File: config.mk
export PLATFORM = sky130hd
export DESIGN_NAME = nor_cmd_decoder
export DESIGN_NICKNAME = d
export VERILOG_FILES = /design/src/rtl/nor_cmd_pkg.sv /design/src/rtl/nor_cmd_seq.sv /design/src/rtl/nor_cmd_data.sv /design/src/rtl/nor_cmd_decoder.sv
export SDC_FILE = /design/constraint.sdc
export NUM_CORES = 2
export LEC_CHECK = 0
export BUFFER_PORTS_ARGS = -buffer_cell sky130_fd_sc_hd__buf_4
export CAP_MARGIN = 10
export CORE_MARGIN = 2
export CORE_UTILIZATION = 48
export DETAILED_ROUTE_END_ITERATION = 16
export SYNTH_ARGS = -nofsm -noshare
export SYNTH_HDL_FRONTEND = slang
export SYNTH_HIERARCHICAL = 1
export SYNTH_SLANG_ARGS = --single-unit
File: constraint.sdc
create_clock -name clk -period 5.32 [get_ports clk]
set_input_delay 1.064 -clock clk [delete_from_list [all_inputs] [get_ports clk]]
set_output_delay 1.064 -clock clk [all_outputs]
set_load 0.1 [all_outputs]
File: src/rtl/nor_cmd_pkg.sv
package nor_cmd_pkg;

  typedef enum logic [2:0] {
    SEQ_IDLE, SEQ_UNL1, SEQ_UNL2, SEQ_PROG, SEQ_ERA3, SEQ_ERA4, SEQ_ERA5
  } seqState_t;

  typedef enum logic [1:0] {OP_PROG, OP_CHIP, OP_SECT, OP_LOCK} opKind_t;

  typedef struct packed {
    logic latchTgt;
    logic commitProg;
    logic commitChip;
    logic commitSect;
    logic keepBoot;
    logic busy;
    logic idMode;
    logic locked;
    logic progOp;
  } ctrlStrobes_t;

  localparam logic [14:0] CMD_ADDR_A = 15'h5555;
  localparam logic [14:0] CMD_ADDR_B = 15'h2AAA;
  localparam logic [7:0]  CODE_UNL1  = 8'hAA;
  localparam logic [7:0]  CODE_UNL2  = 8'h55;
  localparam logic [7:0]  CODE_PROG  = 8'hA0;
  localparam logic [7:0]  CODE_ERASE = 8'h80;
  localparam logic [7:0]  CODE_IDIN  = 8'h90;
  localparam logic [7:0]  CODE_IDOUT = 8'hF0;
  localparam logic [7:0]  CODE_CHIP  = 8'h10;
  localparam logic [7:0]  CODE_SECT  = 8'h30;
  localparam logic [7:0]  CODE_LOCK  = 8'h40;

endpackage

File: src/rtl/nor_cmd_seq.sv
module nor_cmd_seq
  import nor_cmd_pkg::*;
#(
  parameter int ARRAY_AW     = 8,
  parameter int SECTOR_AW    = 6,
  parameter int PROG_CYCLES  = 16,
  parameter int ERASE_CYCLES = 64
) (
  input  logic         clk,
  input  logic         rstN,
  input  logic         ceN,
  input  logic         oeN,
  input  logic         weN,
  input  logic [14:0]  cmdAddr,
  input  logic [7:0]   din,
  output ctrlStrobes_t strb
);

  localparam int NUM_SECT  = 1 << (ARRAY_AW - SECTOR_AW);
  localparam int BOOT_SECT = NUM_SECT - 1;
  localparam int MAX_CYC   = (ERASE_CYCLES > PROG_CYCLES) ? ERASE_CYCLES : PROG_CYCLES;
  localparam int CNT_W     = $clog2(MAX_CYC + 1);

  seqState_t state, nextState;
  opKind_t   opKind, launchKind;
  logic [CNT_W-1:0] cnt;
  logic busy, locked, idMode;
  logic wrPrev, wrActive, wrEvent;
  logic hitA, hitB, bootHit, launch, setId, clrId, opDone;

  assign wrActive = !ceN && !weN && oeN;
  assign wrEvent  = wrActive && !wrPrev && !busy;
  assign hitA     = (cmdAddr == CMD_ADDR_A);
  assign hitB     = (cmdAddr == CMD_ADDR_B);
  assign bootHit  = (cmdAddr[ARRAY_AW-1:SECTOR_AW] == (ARRAY_AW-SECTOR_AW)'(BOOT_SECT));
  assign opDone   = busy && (cnt == '0);

  always_comb begin
    nextState  = state;
    launch     = 1'b0;
    launchKind = OP_PROG;
    setId      = 1'b0;
    clrId      = 1'b0;
    if (wrEvent) begin
      nextState = SEQ_IDLE;
      unique case (state)
        SEQ_IDLE: if (hitA && din == CODE_UNL1) nextState = SEQ_UNL1;
        SEQ_UNL1: if (hitB && din == CODE_UNL2) nextState = SEQ_UNL2;
        SEQ_UNL2: begin
          if (hitA) begin
            case (din)
              CODE_PROG:  nextState = SEQ_PROG;
              CODE_ERASE: nextState = SEQ_ERA3;
              CODE_IDIN:  setId = 1'b1;
              CODE_IDOUT: clrId = 1'b1;
              default: ;
            endcase
          end
        end
        SEQ_PROG: begin
          if (!(locked && bootHit)) begin
            launch     = 1'b1;
            launchKind = OP_PROG;
          end
        end
        SEQ_ERA3: if (hitA && din == CODE_UNL1) nextState = SEQ_ERA4;
        SEQ_ERA4: if (hitB && din == CODE_UNL2) nextState = SEQ_ERA5;
        SEQ_ERA5: begin
          if (hitA && din == CODE_CHIP) begin
            launch     = 1'b1;
            launchKind = OP_CHIP;
          end else if (din == CODE_SECT && !(locked && bootHit)) begin
            launch     = 1'b1;
            launchKind = OP_SECT;
          end else if (hitA && din == CODE_LOCK) begin
            launch     = 1'b1;
            launchKind = OP_LOCK;
          end
        end
        default: ;
      endcase
    end
  end

  always_ff @(posedge clk) begin
    if (!rstN) begin
      state  <= SEQ_IDLE;
      wrPrev <= 1'b0;
      idMode <= 1'b0;
    end else begin
      state  <= nextState;
      wrPrev <= wrActive;
      if (setId) idMode <= 1'b1;
      else if (clrId) idMode <= 1'b0;
    end
  end

  always_ff @(posedge clk) begin
    if (!rstN) begin
      busy   <= 1'b0;
      cnt    <= '0;
      opKind <= OP_PROG;
      locked <= 1'b0;
    end else begin
      if (launch) begin
        busy   <= 1'b1;
        opKind <= launchKind;
        cnt    <= (launchKind == OP_CHIP || launchKind == OP_SECT) ?
                  CNT_W'(ERASE_CYCLES - 1) : CNT_W'(PROG_CYCLES - 1);
      end else if (busy) begin
        if (cnt == '0) busy <= 1'b0;
        else cnt <= cnt - 1'b1;
      end
      if (opDone && opKind == OP_LOCK) locked <= 1'b1;
    end
  end

  always_comb begin
    strb.latchTgt   = launch;
    strb.commitProg = opDone && (opKind == OP_PROG);
    strb.commitChip = opDone && (opKind == OP_CHIP);
    strb.commitSect = opDone && (opKind == OP_SECT);
    strb.keepBoot   = locked;
    strb.busy       = busy;
    strb.idMode     = idMode;
    strb.locked     = locked;
    strb.progOp     = (opKind == OP_PROG);
  end

  AST_SEQ_IDLE_WHILE_BUSY: assert property (@(posedge clk) disable iff (!rstN)
    busy |-> state == SEQ_IDLE);
  AST_BOOT_REJECT_NO_BUSY: assert property (@(posedge clk) disable iff (!rstN)
    (wrEvent && state == SEQ_PROG && locked && bootHit) |=> !busy);
  AST_LOCK_STICKY: assert property (@(posedge clk) disable iff (!rstN)
    locked |=> locked);
  AST_BUSY_HOLDS: assert property (@(posedge clk) disable iff (!rstN)
    (busy && cnt != '0) |=> busy);

endmodule

File: src/rtl/nor_cmd_data.sv
module nor_cmd_data
  import nor_cmd_pkg::*;
#(
  parameter int DATA_W    = 8,
  parameter int ARRAY_AW  = 8,
  parameter int SECTOR_AW = 6,
  parameter logic [DATA_W-1:0] MFR_ID = 8'h5A,
  parameter logic [DATA_W-1:0] DEV_ID = 8'hC3
) (
  input  logic                clk,
  input  logic                rstN,
  input  logic                ceN,
  input  logic                oeN,
  input  logic [ARRAY_AW-1:0] byteAddr,
  input  logic [DATA_W-1:0]   din,
  input  ctrlStrobes_t        strb,
  output logic [DATA_W-1:0]   dqOut,
  output logic                dqOe
);

  localparam int NUM_BYTES = 1 << ARRAY_AW;
  localparam int SECT_W    = ARRAY_AW - SECTOR_AW;
  localparam int NUM_SECT  = 1 << SECT_W;
  localparam int BOOT_SECT = NUM_SECT - 1;
  localparam int BOOT_BASE = BOOT_SECT << SECTOR_AW;

  logic [DATA_W-1:0]   mem [NUM_BYTES];
  logic [ARRAY_AW-1:0] tgtIdx;
  logic [DATA_W-1:0]   tgtData;
  logic [SECT_W-1:0]   tgtSect;
  logic rdActive, rdPrev, tog;

  assign tgtSect = tgtIdx[ARRAY_AW-1:SECTOR_AW];

  always_ff @(posedge clk) begin
    if (!rstN) begin
      tgtIdx  <= '0;
      tgtData <= '1;
    end else if (strb.latchTgt) begin
      tgtIdx  <= byteAddr;
      tgtData <= din;
    end
  end

  always_ff @(posedge clk) begin
    for (int i = 0; i < NUM_BYTES; i++) begin
      if (!rstN) begin
        mem[i] <= '1;
      end else if ((strb.commitChip &&
                    !(strb.keepBoot && (i >> SECTOR_AW) == BOOT_SECT)) ||
                   (strb.commitSect && (i >> SECTOR_AW) == int'(tgtSect))) begin
        mem[i] <= '1;
      end else if (strb.commitProg && int'(tgtIdx) == i) begin
        mem[i] <= mem[i] & tgtData;
      end
    end
  end

  assign rdActive = !ceN && !oeN;
  assign dqOe     = rdActive;

  always_ff @(posedge clk) begin
    if (!rstN) begin
      rdPrev <= 1'b0;
      tog    <= 1'b0;
    end else begin
      rdPrev <= rdActive;
      if (rdPrev && !rdActive && strb.busy) tog <= !tog;
    end
  end

  always_comb begin
    if (strb.busy) begin
      dqOut = {strb.progOp ? !tgtData[DATA_W-1] : 1'b0, tog, {(DATA_W-2){1'b0}}};
    end else if (strb.idMode) begin
      case (byteAddr[1:0])
        2'd0:    dqOut = MFR_ID;
        2'd1:    dqOut = DEV_ID;
        2'd2:    dqOut = strb.locked ? '1 : '0;
        default: dqOut = '0;
      endcase
    end else begin
      dqOut = mem[byteAddr];
    end
  end

  AST_PROG_ONLY_CLEARS: assert property (@(posedge clk) disable iff (!rstN)
    strb.commitProg |=> ((mem[tgtIdx] & ~$past(mem[tgtIdx])) == '0));
  AST_BOOT_KEPT_LOCKED: assert property (@(posedge clk) disable iff (!rstN)
    (strb.commitChip && strb.keepBoot) |=> $stable(mem[BOOT_BASE]));
  AST_SECT_ERASED: assert property (@(posedge clk) disable iff (!rstN)
    strb.commitSect |=> mem[{tgtSect, {SECTOR_AW{1'b0}}}] == '1);

endmodule

File: src/rtl/nor_cmd_decoder.sv
module nor_cmd_decoder
  import nor_cmd_pkg::*;
#(
  parameter int ADDR_W       = 18,
  parameter int DATA_W       = 8,
  parameter int ARRAY_AW     = 8,
  parameter int SECTOR_AW    = 6,
  parameter int PROG_CYCLES  = 16,
  parameter int ERASE_CYCLES = 64,
  parameter logic [DATA_W-1:0] MFR_ID = 8'h5A,
  parameter logic [DATA_W-1:0] DEV_ID = 8'hC3
) (
  input  logic              clk,
  input  logic              rstN,
  input  logic              ceN,
  input  logic              oeN,
  input  logic              weN,
  input  logic [ADDR_W-1:0] addr,
  input  logic [DATA_W-1:0] din,
  output logic [DATA_W-1:0] dqOut,
  output logic              dqOe
);

  ctrlStrobes_t strb;
  logic unusedAddrHi;

  assign unusedAddrHi = ^addr[ADDR_W-1:15];

  nor_cmd_seq #(
    .ARRAY_AW(ARRAY_AW), .SECTOR_AW(SECTOR_AW),
    .PROG_CYCLES(PROG_CYCLES), .ERASE_CYCLES(ERASE_CYCLES)
  ) u_seq (
    .clk(clk), .rstN(rstN), .ceN(ceN), .oeN(oeN), .weN(weN),
    .cmdAddr(addr[14:0]), .din(din[7:0]), .strb(strb)
  );

  nor_cmd_data #(
    .DATA_W(DATA_W), .ARRAY_AW(ARRAY_AW), .SECTOR_AW(SECTOR_AW),
    .MFR_ID(MFR_ID), .DEV_ID(DEV_ID)
  ) u_data (
    .clk(clk), .rstN(rstN), .ceN(ceN), .oeN(oeN),
    .byteAddr(addr[ARRAY_AW-1:0]), .din(din), .strb(strb),
    .dqOut(dqOut), .dqOe(dqOe)
  );

endmodule

# Yosys cells after proc, flatten, opt, wreduce, memory -nomap -nowiden
# Memory sizes are Yosys's and may differ from the RTL's.
# Cells that the tools add are included.
[word_totals]
register_bits = 34
n_memories = 1
mem_bits_rw = 2048
inputBits = 31
[mem_list]
columns = ["name", "depth", "width", "read_ports", "rd_ports_with_merged_regs", "write_ports", "line", "text"]
rows = [
  ["u_data.mem", 256, 8, 257, 0, 256, "nor_cmd_data.sv:27", "logic [DATA_W-1:0] mem [NUM_BYTES];"],
]
[op_classes]
mux = 1589
bitwise_logic = 768
addsub = 1
eq_ne = 284
reduce_logical = 303
[op_table]
columns = ["cell", "n"]
rows = [
  ["$mux W8", 515],
  ["$and A8 B8 Y8", 256],
  ["$eq A8 B8 Y1 const B", 133],
  ["$mux W1", 1057],
  ["$eq A8 B7 Y1 const B", 66],
  ["$or A1 B1 Y1", 512],
  ["$logic_and A1 B1 Y1", 279],
  ["$eq A8 B6 Y1 const B", 33],
  ["$eq A8 B5 Y1 const B", 17],
  ["$eq A8 B4 Y1 const B", 8],
  ["$eq A8 B3 Y1 const B", 4],
  ["$pmux W8 S3", 1],
  ["$mux W7", 3],
  ["$eq A8 B2 Y1 const B", 2],
  ["$eq A15 B14 Y1 const B", 1],
  ["$eq A15 B15 Y1 const B", 1],
  ["$pmux W3 S5", 1],
  ["$mux W2", 6],
  ["$eq A2 B2 Y1 const B", 5],
  ["$logic_not A1 Y1", 10],
  ["$eq A3 B3 Y1 const B", 3],
  ["$mux W3", 3],
  ["$eq A8 B1 Y1 const B", 1],
  ["$logic_not A8 Y1", 1],
  ["16 further kinds", 27],
]

# Logic depth before layout (Yosys ltp)
[depth]
depth_word = 12
mapped_depth = 13
mapped_depth_nobuf = 12

# Modules after synthesis
# Netlist, hierarchy kept.
[modules_own_cells]
columns = ["mod", "instances", "cells_each", "area_per_inst_um2", "seq_area_each_um2"]
rows = [
  ["nor_cmd_data", 1, 8456, 99168.9, 61859.3],
  ["nor_cmd_seq", 1, 134, 1093.5, 320.3],
]

# Least setup slack after synthesis
# OpenSTA, ideal clock, no wires.
[synth_path]
path_kind = "input -> output"
startpoint = "input addr[0]"
endpoint = "output dqOut[0]"
arrival_time_ns = 4.978
path_slack_ns = -0.722
cell_stages = 12
path_cell_list = "buf_6 buf_12 buf_6 buf_4 buf_4 nor2b_1 o21ai_0 o2111ai_1 nor3_1 a31oi_1 a2bb2oi_1 a311oi_1"
[synth_between]
elab_chain_cells = 4
elab_cells_between_ends = 7
classes_between = "eq/ne: 2; mux: 3; reduce/logical: 1; memory: 1"
[synth_rtl]
columns = ["item", "line", "text"]
rows = [
  ["start: declaration", "nor_cmd_decoder.sv:18", "input logic [ADDR_W-1:0] addr,"],
  ["parallel branches: the longest is 2 deep, another holds $mem_v2 Z256 W8", "-", ""],
  ["$mux W8 *", "nor_cmd_data.sv:75", "end else if (strb.idMode) begin"],
  ["$mux W8 *", "nor_cmd_data.sv:73", "if (strb.busy) begin"],
  ["end: declaration", "nor_cmd_decoder.sv:20", "output logic [DATA_W-1:0] dqOut,"],
]
# Mark *: on every way between the ends.

# Worst setup path after layout
[layout_path]
startpoint = "input addr[1]"
endpoint = "output dqOut[7]"
# The elaborated chain is that of the path after synthesis.

==> summary.txt <==
Drt
  – Vias/cell: a little over 6
  – 1st-iter DRT viols: around 11k
  – Vias: around 73k
  – WL final: between 300 and 400 mm
  – ANT nets after route: 0
  – DR DRC count: 0
  – WL/cell: roughly 28 µm
  – Drt first pass iters: 7

Setup path
  – CP delay by family, top: compound AO/OA/AOI/OAI gates
  – Crit path top cell by count: buf_12
  – CP Max Fanout: 20
  – CP max-delay cell: o31ai_2
  – Crit start category: input port
  – Slowest stage delay, CP: 650 ps
  – Critical path required time: approximately 4300 ps
  – Crit path kind: input port to output port
  – Worst EP arrival: roughly 4300 ps
  – Critical path cell sequence: buf_12, buf_12, buf_12, buf_12, mux2_2, a31oi_1, o21ai_0, a21oi_1, a2111oi_0, a211oi_1, o31ai_2, buf_4
  – Buf+Inv Stages, Crit Path: 5
  – CP Capture Type: output port

Final layout
  – Final Util: 54.99%
  – Layout cells sized above 1: between 10% and 20%
  – Cell area after layout: 114000 µm²
  – FILL cells: 17.69k
  – Area Overhead vs Synth: 13.69%
  – # nets final: 8981

Clocking
  – Total CTS buffers: around 220
  – Root Driver: clkbuf_16
  – Clock-pin transition on the worst setup and hold timing paths: approximately 60 ps
  – Worst skew pair latency: about 900 ps
  – CTS sink cnt: between 2k and 2.5k
  – Clock Tree Buf Depth: 3
  – H-Tree Depth: 4
  – TritonCTS clock tree: yes

Place
  – Placed Area: roughly 110000 µm²
  – I/O Buffers: 36
  – GP Congestion: around 0.97
  – Post-DP HPWL: roughly 220 mm
  – Pre-CTS setup slack: -188.2 ps

GRT
  – First-pass GRT wire length: about 480 mm
  – Largest net degree at the start of global routing: 149
  – Initial antenna violation count: 19
  – GRT Total Usage: about 31%
  – Grt ovf: 0
  – Vias in the first global route: ~70k

Synthesis
  – Post-synthesis cell area: about 100000 µm²
  – Yosys warns: 6
  – Seq/Total Area, Yosys: approximately 62%
  – Post-synth net total: 8623
  – Ys async rst share: 0%
  – Yosys cell types: approximately 90
  – Mapped Avg Cell Area: 11.67 µm²
  – Post-synth EDFFs: between 2k and 2.5k
  – Post-synthesis cell count: 8590
  – Synth Flop Type: edfxtp_1
  – Yosys reg bits: about 2.1k

Timing
  – Clock Skew: between 60 and 70 ps
  – Peak Freq: between 150 and 200 MHz
  – Pins over their slew limit: 0
  – Final Hold Vio Count: 0
  – Period utilization: 100.9%
  – Final min period: around 5400 ps
  – Max-slew headroom: approximately a fifth
  – Worst-Margin Slew: roughly 1200 ps
  – Setup Viol. Count Final: 5
  – Worst hold slack: 446.2 ps
  – Final worst-path setup slack: -50.10 ps

Pwr
  – Static Leak: 41.78 nW
  – Peak VDD IR: about 380 µV
  – PD cells: 309.8 nW/µm²
  – Overall Power: about 35 mW

Status
  – Status: finished with violations
  – Failing checks: setup timing

Die
  – Die ar.: approximately 210000 µm²
  – Initial core utilization: between 40% and 50%
  – Core Area: about 210000 µm²
  – # IOs: 40
  – Die width: approximately 460 µm
  – Site Rows: roughly 170
  – Die span in y: roughly 460 µm

Hold path
  – Hold WC Path Type: input port to flop

Flow run
  – Max cap viols: 0
==> timing repair <==
action,in CTS,in global routing
hold buffers,0,0
endpoints found under the setup margin,5,6
setup buffers,0,0
pin swaps,0,1
resized for setup,9,8
==> cells in the final DEF (no fill, tap or decap), drive strengths merged, types with 48 or more instances in the layout <==
cell type	n
a21o	153
a21oi	69
a22oi	70
buf	692
clkbuf	264
clkinv	115
edfxtp	2048
mux2i	179
mux4	461
nand2	3963
nand3	48
nor2	299
o21ai	268
==> synth_stat cells (all sizes together), types with 39 or more instances <==
cell type	number	area [µm²]
nor2	299	1125
o21ai	268	1345
nor2b	39	244.0
nand3	48	240.2
edfxtp	2048	61500
buf	155	1215
nand2	3963	14880
a21oi	69	345.3
a21o	153	1149
clkbuf	403	1643
mux4	461	10480
mux2i	179	1792
a22oi	70	525.5
==> cells by family after synthesis <==
group / count (synthesis) / synth area share [%]
AND/OR/NAND/NOR: 4485 / 17.35
flip-flops: 2082 / 62.02
AO/OA/AOI/OAI: 772 / 5.063
multiplexers: 671 / 12.59
buffers and inverters: 572 / 2.903
XOR/XNOR: 6 / 0.05241
adder cells (fa/ha/maj): 2 / 0.02495
==> metal layers <==
layer / vias to the layer above / part of all wire [%] / track usage, %
li1: 31320 / - / -
met1: 36360 / 38 / 42.25
met2: 4672 / 46 / 48.35
met3: 774 / 11 / 6.158
met4: 6 / 5.5 / 14.76
met5: - / 0.015 / 0
==> sequential cells by signal (all words and copies together), names as in the netlist <==
signal	flops
u_seq/busy	1
u_data/rdPrev	1
u_seq/opKind	2
u_data/mem	2048
u_seq/locked	1
u_data/tgtIdx	8
u_seq/idMode	1
u_seq/cnt	7
u_seq/state	3
u_data/tog	1
u_data/tgtData	8
u_seq/wrPrev	1
==> report_power, final <==
part | leakage [nW] | internal, mW | total [mW] | switching (mW)
registers | 15.4 | 18.1 | 18.2 | 0.0909
clock network | 3.36 | 8.32 | 15.0 | 6.66
logic | 23.0 | 0.761 | 2.15 | 1.39
==> metrics by stage <==
stage / setup TNS [ps] / std cells
finish: -75.71 / 11930
global route: -25.02 / 11920
CTS: 0 / 11900
detailed placement: -721.3 / 11500
global placement: -779.1 / 11500
floorplan: 0 / 8590
==> path summary, 6_finish.rpt <==
kind,depth (start not counted),to,startpoint,slack (ps)
setup reg to reg,13,u_data/mem[253][7],u_seq/cnt[0],370
hold reg to reg,2,u_seq/state[2],u_seq/state[2],530
hold / removal,3,u_data/tgtData[1],din[1],450
setup / recovery,12,dqOut[7],addr[1],-50
==> worst register-to-register path, cell delays in order, from the launching register on <==
cell	delay [ps]
dfxtp_1	310
inv_1	110
ha_1	150
or4b_2	570
nor3_1	270
buf_4	180
nand2_1	90
nor3_2	110
buf_4	310
nand3_1	460
nor2_1	780
nand2_1	520
nor2_1	690
nand2_1	120
==> final cells by class <==
type                    count  area, µm²  share of cell area (%)
diodes                     13      32.53                 0.02854
clock inverters           139       1287                   1.129
multi-input cells        5936      35380                   31.04
flip-flops and latches   2082      62210                   54.57
clock buffers             259       5588                   4.902
well taps                2788       3488                   3.060
inverters                  14      52.55                 0.04610
repair buffers            697       5949                   5.219
Power figures use the tool's default switching activity.
